<file path="src/rtl/spiseq_pkg.sv">
package spiseq_pkg;

  typedef enum logic [1:0] {ST_IDLE, ST_FETCH, ST_TXWAIT, ST_SHIFT} seq_st_e;

  localparam logic [3:0] A_CLKCFG = 4'd3;
  localparam logic [3:0] A_TXD    = 4'd5;
  localparam logic [3:0] A_RXD    = 4'd6;
  localparam logic [3:0] A_SEQ    = 4'd7;
  localparam logic [3:0] A_STAT   = 4'd8;

  // byte count carried by a shift opcode, saturated at a full register
  function automatic logic [3:0] op_len(input logic [7:0] op);
    return (op[3:0] > 4'd8) ? 4'd8 : op[3:0];
  endfunction

  // one-hot sequencer state field placed at status bits 55:48
  function automatic logic [7:0] state_code(input seq_st_e s);
    case (s)
      ST_IDLE:   return 8'h01;
      ST_TXWAIT: return 8'h04;
      default:   return 8'h02;
    endcase
  endfunction

  function automatic logic is_rst_arm(input logic [63:0] v);
    return v[39:36] == 4'b0101;
  endfunction

  function automatic logic is_rst_fire(input logic [63:0] v);
    return v[39:36] == 4'b1010;
  endfunction

endpackage

</file>
<file path="src/rtl/spiseq_shift_eng.sv">
module spiseq_shift_eng #(
  parameter int W    = 64,
  parameter int DIVW = 12
) (
  input  logic                      clk,
  input  logic                      rst_n,
  input  logic                      clr,
  input  logic                      start,
  input  logic                      out_mode,
  input  logic [$clog2(W/8+1)-1:0]  nbytes,
  input  logic [W-1:0]              tx_word,
  input  logic [DIVW-1:0]           div,
  input  logic                      miso,
  output logic                      done,
  output logic [W-1:0]              sh_word,
  output logic                      sck,
  output logic                      mosi
);
  localparam int CW = $clog2(W + 1);

  logic [CW-1:0]   bits_left;
  logic [DIVW-1:0] hcnt;
  logic            busy, out_q, cap;

  wire half_end = busy && (hcnt == div);

  always_ff @(posedge clk or negedge rst_n) begin
    if (!rst_n) begin
      busy <= 1'b0; done <= 1'b0; sh_word <= '0; sck <= 1'b0; mosi <= 1'b0;
      bits_left <= '0; hcnt <= '0; out_q <= 1'b0; cap <= 1'b0;
    end else if (clr) begin
      busy <= 1'b0; done <= 1'b0; sh_word <= '0; sck <= 1'b0; mosi <= 1'b0;
      bits_left <= '0; hcnt <= '0; out_q <= 1'b0; cap <= 1'b0;
    end else begin
      done <= 1'b0;
      if (start) begin
        busy      <= 1'b1;
        out_q     <= out_mode;
        sh_word   <= out_mode ? tx_word : '0;
        mosi      <= out_mode & tx_word[W-1];
        bits_left <= CW'({nbytes, 3'b000});
        hcnt      <= '0;
        sck       <= 1'b0;
      end else if (half_end) begin
        hcnt <= '0;
        if (!sck) begin
          sck <= 1'b1;
          cap <= miso;
        end else begin
          sck       <= 1'b0;
          sh_word   <= {sh_word[W-2:0], cap};
          mosi      <= out_q & sh_word[W-2];
          bits_left <= bits_left - 1'b1;
          if (bits_left == CW'(1)) begin
            busy <= 1'b0;
            done <= 1'b1;
            mosi <= 1'b0;
          end
        end
      end else if (busy) begin
        hcnt <= hcnt + 1'b1;
      end
    end
  end
endmodule

</file>
<file path="src/rtl/spiseq_ctrl.sv">
module spiseq_ctrl
  import spiseq_pkg::*;
#(
  parameter int NCS = 15,
  parameter int W   = 64
) (
  input  logic                      clk,
  input  logic                      rst_n,
  input  logic                      clr,
  input  logic                      go,
  input  logic [W-1:0]              prog_in,
  input  logic                      tdr_full,
  input  logic                      eng_done,
  output logic                      eng_start,
  output logic                      eng_out,
  output logic [$clog2(W/8+1)-1:0]  eng_nbytes,
  output logic                      tx_consume,
  output logic                      rx_load,
  output logic [NCS-1:0]            cs_n,
  output seq_st_e                   st
);
  localparam int SLOTS = W / 8;
  localparam int SW    = $clog2(SLOTS + 1);

  logic [W-1:0]  prog;
  logic [SW-1:0] slot;
  logic          mode_out;

  wire [7:0] op     = prog[W-1 -: 8];
  wire [3:0] n      = op_len(op);
  wire       at_end = (slot == SW'(SLOTS));
  wire       in_f   = (st == ST_FETCH) && !at_end;
  wire       is_sel = in_f && (op[7:4] == 4'h1);
  wire       is_tx  = in_f && (op[7:4] == 4'h3);
  wire       is_rx  = in_f && (op[7:4] == 4'h4);
  wire       adv    = is_sel || ((is_tx || is_rx) && n == 4'd0) ||
                      (st == ST_SHIFT && eng_done);

  assign tx_consume = (st == ST_TXWAIT) && tdr_full;
  assign eng_start  = tx_consume || (is_rx && n != 4'd0);
  assign eng_out    = (st == ST_TXWAIT);
  assign eng_nbytes = ($clog2(W/8+1))'(n);
  assign rx_load    = (st == ST_SHIFT) && eng_done && !mode_out;

  always_ff @(posedge clk or negedge rst_n) begin
    if (!rst_n) begin
      st <= ST_IDLE; prog <= '0; slot <= '0; mode_out <= 1'b0;
    end else if (clr) begin
      st <= ST_IDLE; prog <= '0; slot <= '0; mode_out <= 1'b0;
    end else begin
      if (adv) begin
        prog <= prog << 8;
        slot <= slot + 1'b1;
      end
      case (st)
        ST_IDLE:
          if (go) begin
            prog <= prog_in; slot <= '0; st <= ST_FETCH;
          end
        ST_FETCH:
          if (at_end || !(is_sel || is_tx || is_rx)) st <= ST_IDLE;
          else if (is_tx && n != 4'd0) st <= ST_TXWAIT;
          else if (is_rx && n != 4'd0) begin
            st <= ST_SHIFT; mode_out <= 1'b0;
          end
        ST_TXWAIT:
          if (tdr_full) begin
            st <= ST_SHIFT; mode_out <= 1'b1;
          end
        default:
          if (eng_done) st <= ST_FETCH;
      endcase
    end
  end

  for (genvar i = 0; i < NCS; i++) begin : g_cs
    always_ff @(posedge clk or negedge rst_n) begin
      if (!rst_n)      cs_n[i] <= 1'b1;
      else if (clr)    cs_n[i] <= 1'b1;
      else if (is_sel) cs_n[i] <= (op[3:0] != 4'(i + 1));
    end
  end
endmodule

</file>
<file path="src/rtl/spiseq_top.sv">
module spiseq_top
  import spiseq_pkg::*;
#(
  parameter int NCS  = 15,
  parameter int W    = 64,
  parameter int DIVW = 12
) (
  input  logic           clk,
  input  logic           rst_n,
  input  logic           reg_wr,
  input  logic           reg_rd,
  input  logic [3:0]     reg_addr,
  input  logic [W-1:0]   reg_wdata,
  output logic [W-1:0]   reg_rdata,
  output logic           sck,
  output logic           mosi,
  input  logic           miso,
  output logic [NCS-1:0] cs_n
);
  localparam int NBW = $clog2(W/8 + 1);

  logic [W-1:0] clkcfg, tdr, rdr, seq_reg, eng_word;
  logic         tdr_full, rdr_full, ovr_tx, ovr_rx, und_rx, rst_armed;
  logic         eng_start, eng_out, eng_done;
  logic [NBW-1:0] eng_nbytes;
  seq_st_e      st;

  // named events for the checker
  logic ev_tx_consume, ev_rx_load;
  wire  wr_cfg   = reg_wr && reg_addr == A_CLKCFG;
  wire  wr_txd   = reg_wr && reg_addr == A_TXD;
  wire  wr_stat  = reg_wr && reg_addr == A_STAT;
  wire  rd_rxd   = reg_rd && reg_addr == A_RXD;
  wire  st_idle  = (st == ST_IDLE);
  wire  st_txwait = (st == ST_TXWAIT);
  wire  seq_go   = reg_wr && reg_addr == A_SEQ && st_idle;
  wire  soft_rst = wr_cfg && rst_armed && is_rst_fire(reg_wdata);
  wire  cfg_step = is_rst_arm(reg_wdata) || soft_rst;

  spiseq_ctrl #(.NCS(NCS), .W(W)) u_ctrl (
    .clk, .rst_n, .clr(soft_rst), .go(seq_go), .prog_in(reg_wdata),
    .tdr_full, .eng_done, .eng_start, .eng_out, .eng_nbytes,
    .tx_consume(ev_tx_consume), .rx_load(ev_rx_load), .cs_n, .st
  );

  spiseq_shift_eng #(.W(W), .DIVW(DIVW)) u_eng (
    .clk, .rst_n, .clr(soft_rst), .start(eng_start), .out_mode(eng_out),
    .nbytes(eng_nbytes), .tx_word(tdr), .div(clkcfg[W-1 -: DIVW]), .miso,
    .done(eng_done), .sh_word(eng_word), .sck, .mosi
  );

  always_ff @(posedge clk or negedge rst_n) begin
    if (!rst_n) begin
      clkcfg <= '0; seq_reg <= '0; rst_armed <= 1'b0;
    end else begin
      if (wr_cfg) begin
        rst_armed <= is_rst_arm(reg_wdata) && !soft_rst;
        if (!cfg_step) clkcfg <= reg_wdata;
      end
      if (seq_go) seq_reg <= reg_wdata;
    end
  end

  always_ff @(posedge clk or negedge rst_n) begin
    if (!rst_n) begin
      tdr <= '0; rdr <= '0; tdr_full <= 1'b0; rdr_full <= 1'b0;
      ovr_tx <= 1'b0; ovr_rx <= 1'b0; und_rx <= 1'b0;
    end else if (soft_rst) begin
      tdr <= '0; rdr <= '0; tdr_full <= 1'b0; rdr_full <= 1'b0;
      ovr_tx <= 1'b0; ovr_rx <= 1'b0; und_rx <= 1'b0;
    end else begin
      if (wr_stat && reg_wdata == '0) begin
        ovr_tx <= 1'b0; ovr_rx <= 1'b0; und_rx <= 1'b0;
      end
      if (wr_txd) begin
        if (tdr_full) ovr_tx <= 1'b1;
        else begin
          tdr <= reg_wdata; tdr_full <= 1'b1;
        end
      end
      if (ev_tx_consume) tdr_full <= 1'b0;
      if (rd_rxd) begin
        if (rdr_full) rdr_full <= 1'b0;
        else          und_rx   <= 1'b1;
      end
      if (ev_rx_load) begin
        rdr <= eng_word; rdr_full <= 1'b1;
        if (rdr_full && !rd_rxd) ovr_rx <= 1'b1;
      end
    end
  end

  always_comb begin
    case (reg_addr)
      A_CLKCFG: reg_rdata = clkcfg;
      A_TXD:    reg_rdata = tdr;
      A_RXD:    reg_rdata = rdr;
      A_SEQ:    reg_rdata = seq_reg;
      A_STAT:   reg_rdata = {rdr_full, ovr_rx, und_rx, 1'b0, tdr_full, ovr_tx,
                             2'b00, state_code(st), 48'd0};
      default:  reg_rdata = '0;
    endcase
  end
endmodule

</file>
<file path="config.mk">
export PLATFORM = sky130hd
export DESIGN_NAME = spiseq_top
export DESIGN_NICKNAME = d
export VERILOG_FILES = /design/src/rtl/spiseq_pkg.sv /design/src/rtl/spiseq_shift_eng.sv /design/src/rtl/spiseq_ctrl.sv /design/src/rtl/spiseq_top.sv
export SDC_FILE = /design/constraint.sdc
export NUM_CORES = 1
export LEC_CHECK = 0
export BUFFER_PORTS_ARGS = -buffer_cell sky130_fd_sc_hd__buf_2
export CORE_AREA = 2 2 229 231
export CTS_BUF_LIST = sky130_fd_sc_hd__clkbuf_2
export DETAILED_ROUTE_END_ITERATION = 8
export DIE_AREA = 0 0 231 233
export SLEW_MARGIN = 30
export SYNTH_ARGS = -nofsm -noshare
export SYNTH_HDL_FRONTEND = slang
export SYNTH_HIERARCHICAL = 1
export SYNTH_SLANG_ARGS = --single-unit
</file>
<file path="constraint.sdc">
create_clock -name clk -period 3.4 [get_ports clk]
set_input_delay 0.17 -clock clk [delete_from_list [all_inputs] [get_ports clk]]
set_output_delay 0.17 -clock clk [all_outputs]
set_load 0.02 [all_outputs]
</file>
==> metrics.md <==
| Metric | Value |
|---|---|
| Overflow after GRT | `0` |
| Number of synthesized register bits | `between 400 and 500` |
| Seq/Total Area, Yosys | `between 50 and 60%` |
| Rows | `83` |
| Ys flop type | `dfrtp_1` |
| Post-synthesis simple-gate area fraction | `12.62%` |
| Worst Path Required | `4.43 ns` |
| Post-synthesis mux area share | `11.45%` |
| Layout cells sized above 1 | `24.58%` |
| WL per Instance | `22.33 um` |
| Post-Synth Adder-Cell Area | `less than 1%` |
| CTS clk-pin slew, worst paths | `0.11 ns` |
| DRC | `0` |
| Fin. Hold Viols | `0` |
| Post-synthesis cell area | `0.02034 mm^2` |
| Clock Latency Late Sink | `~1.2 ns` |
| I/O pins | `154` |
| Antenna-violating nets left | `0` |
| Number of I/O port buffers | `approximately 150` |
| Final setup fails | `0` |
| Total clock sinks | `437` |
| Vias per Instance | `5.799` |
| Max transition margin | `33.52%` |
| Area Overhead vs Synth | `20.32%` |
| Startpoint class of the critical path | `flop` |
| DRT Wirelength | `66.06 mm` |
| CTS Buffer Depth | `3` |
| Minimum clock period | `3.170 ns` |
| CP Capture Type | `flop` |
| Leak pwr | `approximately 11 nW` |
| Post-Syn Nets | `1948` |
| FMAX | `315.4 MHz` |
| R2r endpoint | `u_eng/bits_left[4]` |
| FF-to-FF setup slack | `0.23 ns` |
| Max_cap viols | `0` |
| Fin. max-slew vios | `0` |
| Post-Synth XOR/XNOR Area | `0.9410%` |
| Slew of the pin with the lowest slew margin | `0.9972 ns` |
| Synth unique cells | `71` |
| CP Max Fanout | `25` |
| Post-synth ARST share | `100.0%` |
| Largest family of logic cells by synthesized area | `compound AO/OA/AOI/OAI gates` |
| Vias in the first global route | `about 17000` |
| Die area | `0.05382 mm^2` |
| Cells after Synth | `1866` |
| Post-synth EDFFs | `0` |
| Layout net count | `2268` |
| Core footprint | `around 0.051 mm^2` |
| CTS tree | `done` |
| Largest net degree at the start of global routing | `105` |
| Die height | `between 200 and 250 um` |
| Outcome | `completed` |
| Worst r2r src | `rst_armed` |
| GP Congestion | `0.8555` |
| Setup TNS | `0 ns` |
| Starting Density | `around two fifths` |
| RSZ-0062 raised after global routing | `false` |
| Die W | `231 um` |
| Worst r2r path cells | `6` |
| CTS resizes | `0` |
| Tot GR Track Use | `24.44%` |
| Global-route wire length before repair | `between 100 and 150 mm` |
| CP arrival | `about 4.2 ns` |
| Min-delay worst type | `primary input to flop` |
| CTS Buf Count | `113` |
| Worst Setup Path Type | `flop to flop` |
| 1st-iter DRT viols | `1888` |
| PwrDens | `670.5 mW/mm^2` |
| Critical path launch point | `rst_armed` |
| Initial antenna violation count | `3` |
| 1st-pass router iterations | `7` |
| Peak supply drop | `~0.33 mV` |
| Vias | `17152` |
| CP Capture Point | `u_eng/bits_left[4]` |
| H-tree depth | `3` |
| Period utilization | `93.24%` |
| DP Wirelength | `between 30 and 40 mm` |
| Core Util, Final | `47.90%` |
| Synth Area in Compound Gates | `16.82%` |
| Worst Skew | `0.07194 ns` |
| Mean post-synth cell area | `10.90 um^2` |
| CTS root buf | `clkbuf_2` |
| Yosys warns | `6` |
## through the flow
step	cells	setup WS (ns)	hold slack, ns	total power, mW	cell area, um^2
final	2958	0.2297	0.1313	16.41	24480
after global routing	2958	0.1243	0.08158	17.43	24480
after CTS	2954	0.2063	0.01807	16.44	24470
after detailed placement	2593	0.5754	0.2853	12.58	21850
after global placement	2593	0.6895	0.2877	12.37	21850
after floorplan	1866	0.9071	-0.1256	11.19	20340
## placed cells by master, fill, tap and decap left out, types with 64 or more instances in the layout
master | synthesis | layout
a21oi_1 | 77 | 77
a222oi_1 | 64 | 64
buf_2 | 31 | 152
clkbuf_2 | 0 | 161
dfrtp_1 | 422 | 422
dlygate4sd3_1 | 0 | 157
mux2_2 | 70 | 70
mux2i_1 | 67 | 67
nand2_1 | 269 | 268
nor2_1 | 152 | 150
o21ai_0 | 91 | 91
## synthesized netlist by cell type (3+ instances only)
cell type,instances,share of area (%)
buf_4,3,0.11
and4_1,3,0.13
o21ai_0,91,2.2
clkbuf_1,90,1.7
nand2_1,269,5.0
a22oi_1,8,0.30
and2_1,3,0.092
nor2_1,152,2.8
a2bb2oi_1,63,2.7
xor2_1,4,0.17
a211oi_2,10,0.62
nor2b_1,8,0.25
mux2i_1,67,3.3
buf_6,9,0.50
a22o_1,62,2.7
dfstp_2,15,1.9
xnor2_1,16,0.69
a31oi_1,5,0.15
a222oi_1,64,3.1
dfrtp_1,422,52
o311a_1,3,0.15
nor3_1,12,0.30
and3_1,11,0.34
mux2_4,58,4.3
a211oi_1,51,1.9
nand4_1,18,0.55
or2_2,3,0.092
nand2b_1,19,0.58
mux2_2,70,3.9
or3_1,4,0.12
inv_1,22,0.41
a21oi_1,77,1.9
buf_1,18,0.33
nand3_1,29,0.71
ha_1,9,0.55
buf_2,31,0.76
nor4_1,20,0.62
## final cells by class
type                    instances  area (um^2)
diodes                          4        10.01
fillers                      4748        26620
multi-input cells            1256         8685
flip-flops and latches        437        10950
clock buffers                 161        805.8
clock inverters                42        209.0
well taps                     680        850.8
inverters                      22        82.58
repair buffers                356         2879
## metal layers
layer | vias to the layer above | GRT usage (%) | routed length, um | part of all wire (%)
met5 | - | 0 | 0 | 0
met4 | 0 | 6.794 | 1408 | 2.1
met3 | 112 | 5.245 | 5295 | 8.0
met2 | 816 | 38.01 | 30050 | 45
met1 | 8704 | 34.45 | 29300 | 44
li1 | 7520 | - | - | -
## where the power goes
group / switching (mW) / total, mW / internal [mW]
combinational: 2.05 / 4.35 / 2.31
clock: 2.27 / 3.64 / 1.37
sequential: 1.40 / 8.41 / 7.01
## logic make-up (layout without fill, tap and decap cells)
group | count (synthesis) | after routing
muxes | 195 | 195
xor gates and xnor gates | 21 | 21
buffers and inverters | 173 | 581
AOI/OAI and AO/OA | 459 | 459
and+or+nand+nor | 572 | 572
adders and majority gates | 9 | 9
DFF | 437 | 437
other | 0 | 4
## worst min path at each step
stage	from	end	slack, ns	depth (start not counted)
6_report	reg_wdata[36]	clkcfg[37]	0.13	6
5_1_grt	reg_wdata[36]	clkcfg[37]	0.08	6
4_1_cts	reg_wdata[37]	clkcfg[37]	0.02	5
3_5_place_dp	rst_n	seq_reg[57]	0.29	1
3_3_place_gp	rst_n	seq_reg[60]	0.29	1
2_1_floorplan	rst_n	clkcfg[0]	-0.13	0
## critical path: stages, from the launching register on
cell,delay (ns)
dfrtp_1,0.38
and3_1,0.19
dlygate4sd3_1,0.56
and4_4,0.38
dlygate4sd3_1,1.19
nor2_1,0.11
a32o_1,0.23
## repair_timing
item,CTS,global route
hold endpoints to repair,765,0
hold buffers,158,0
setup buffers,0,0
Power figures use the tool's default switching activity.
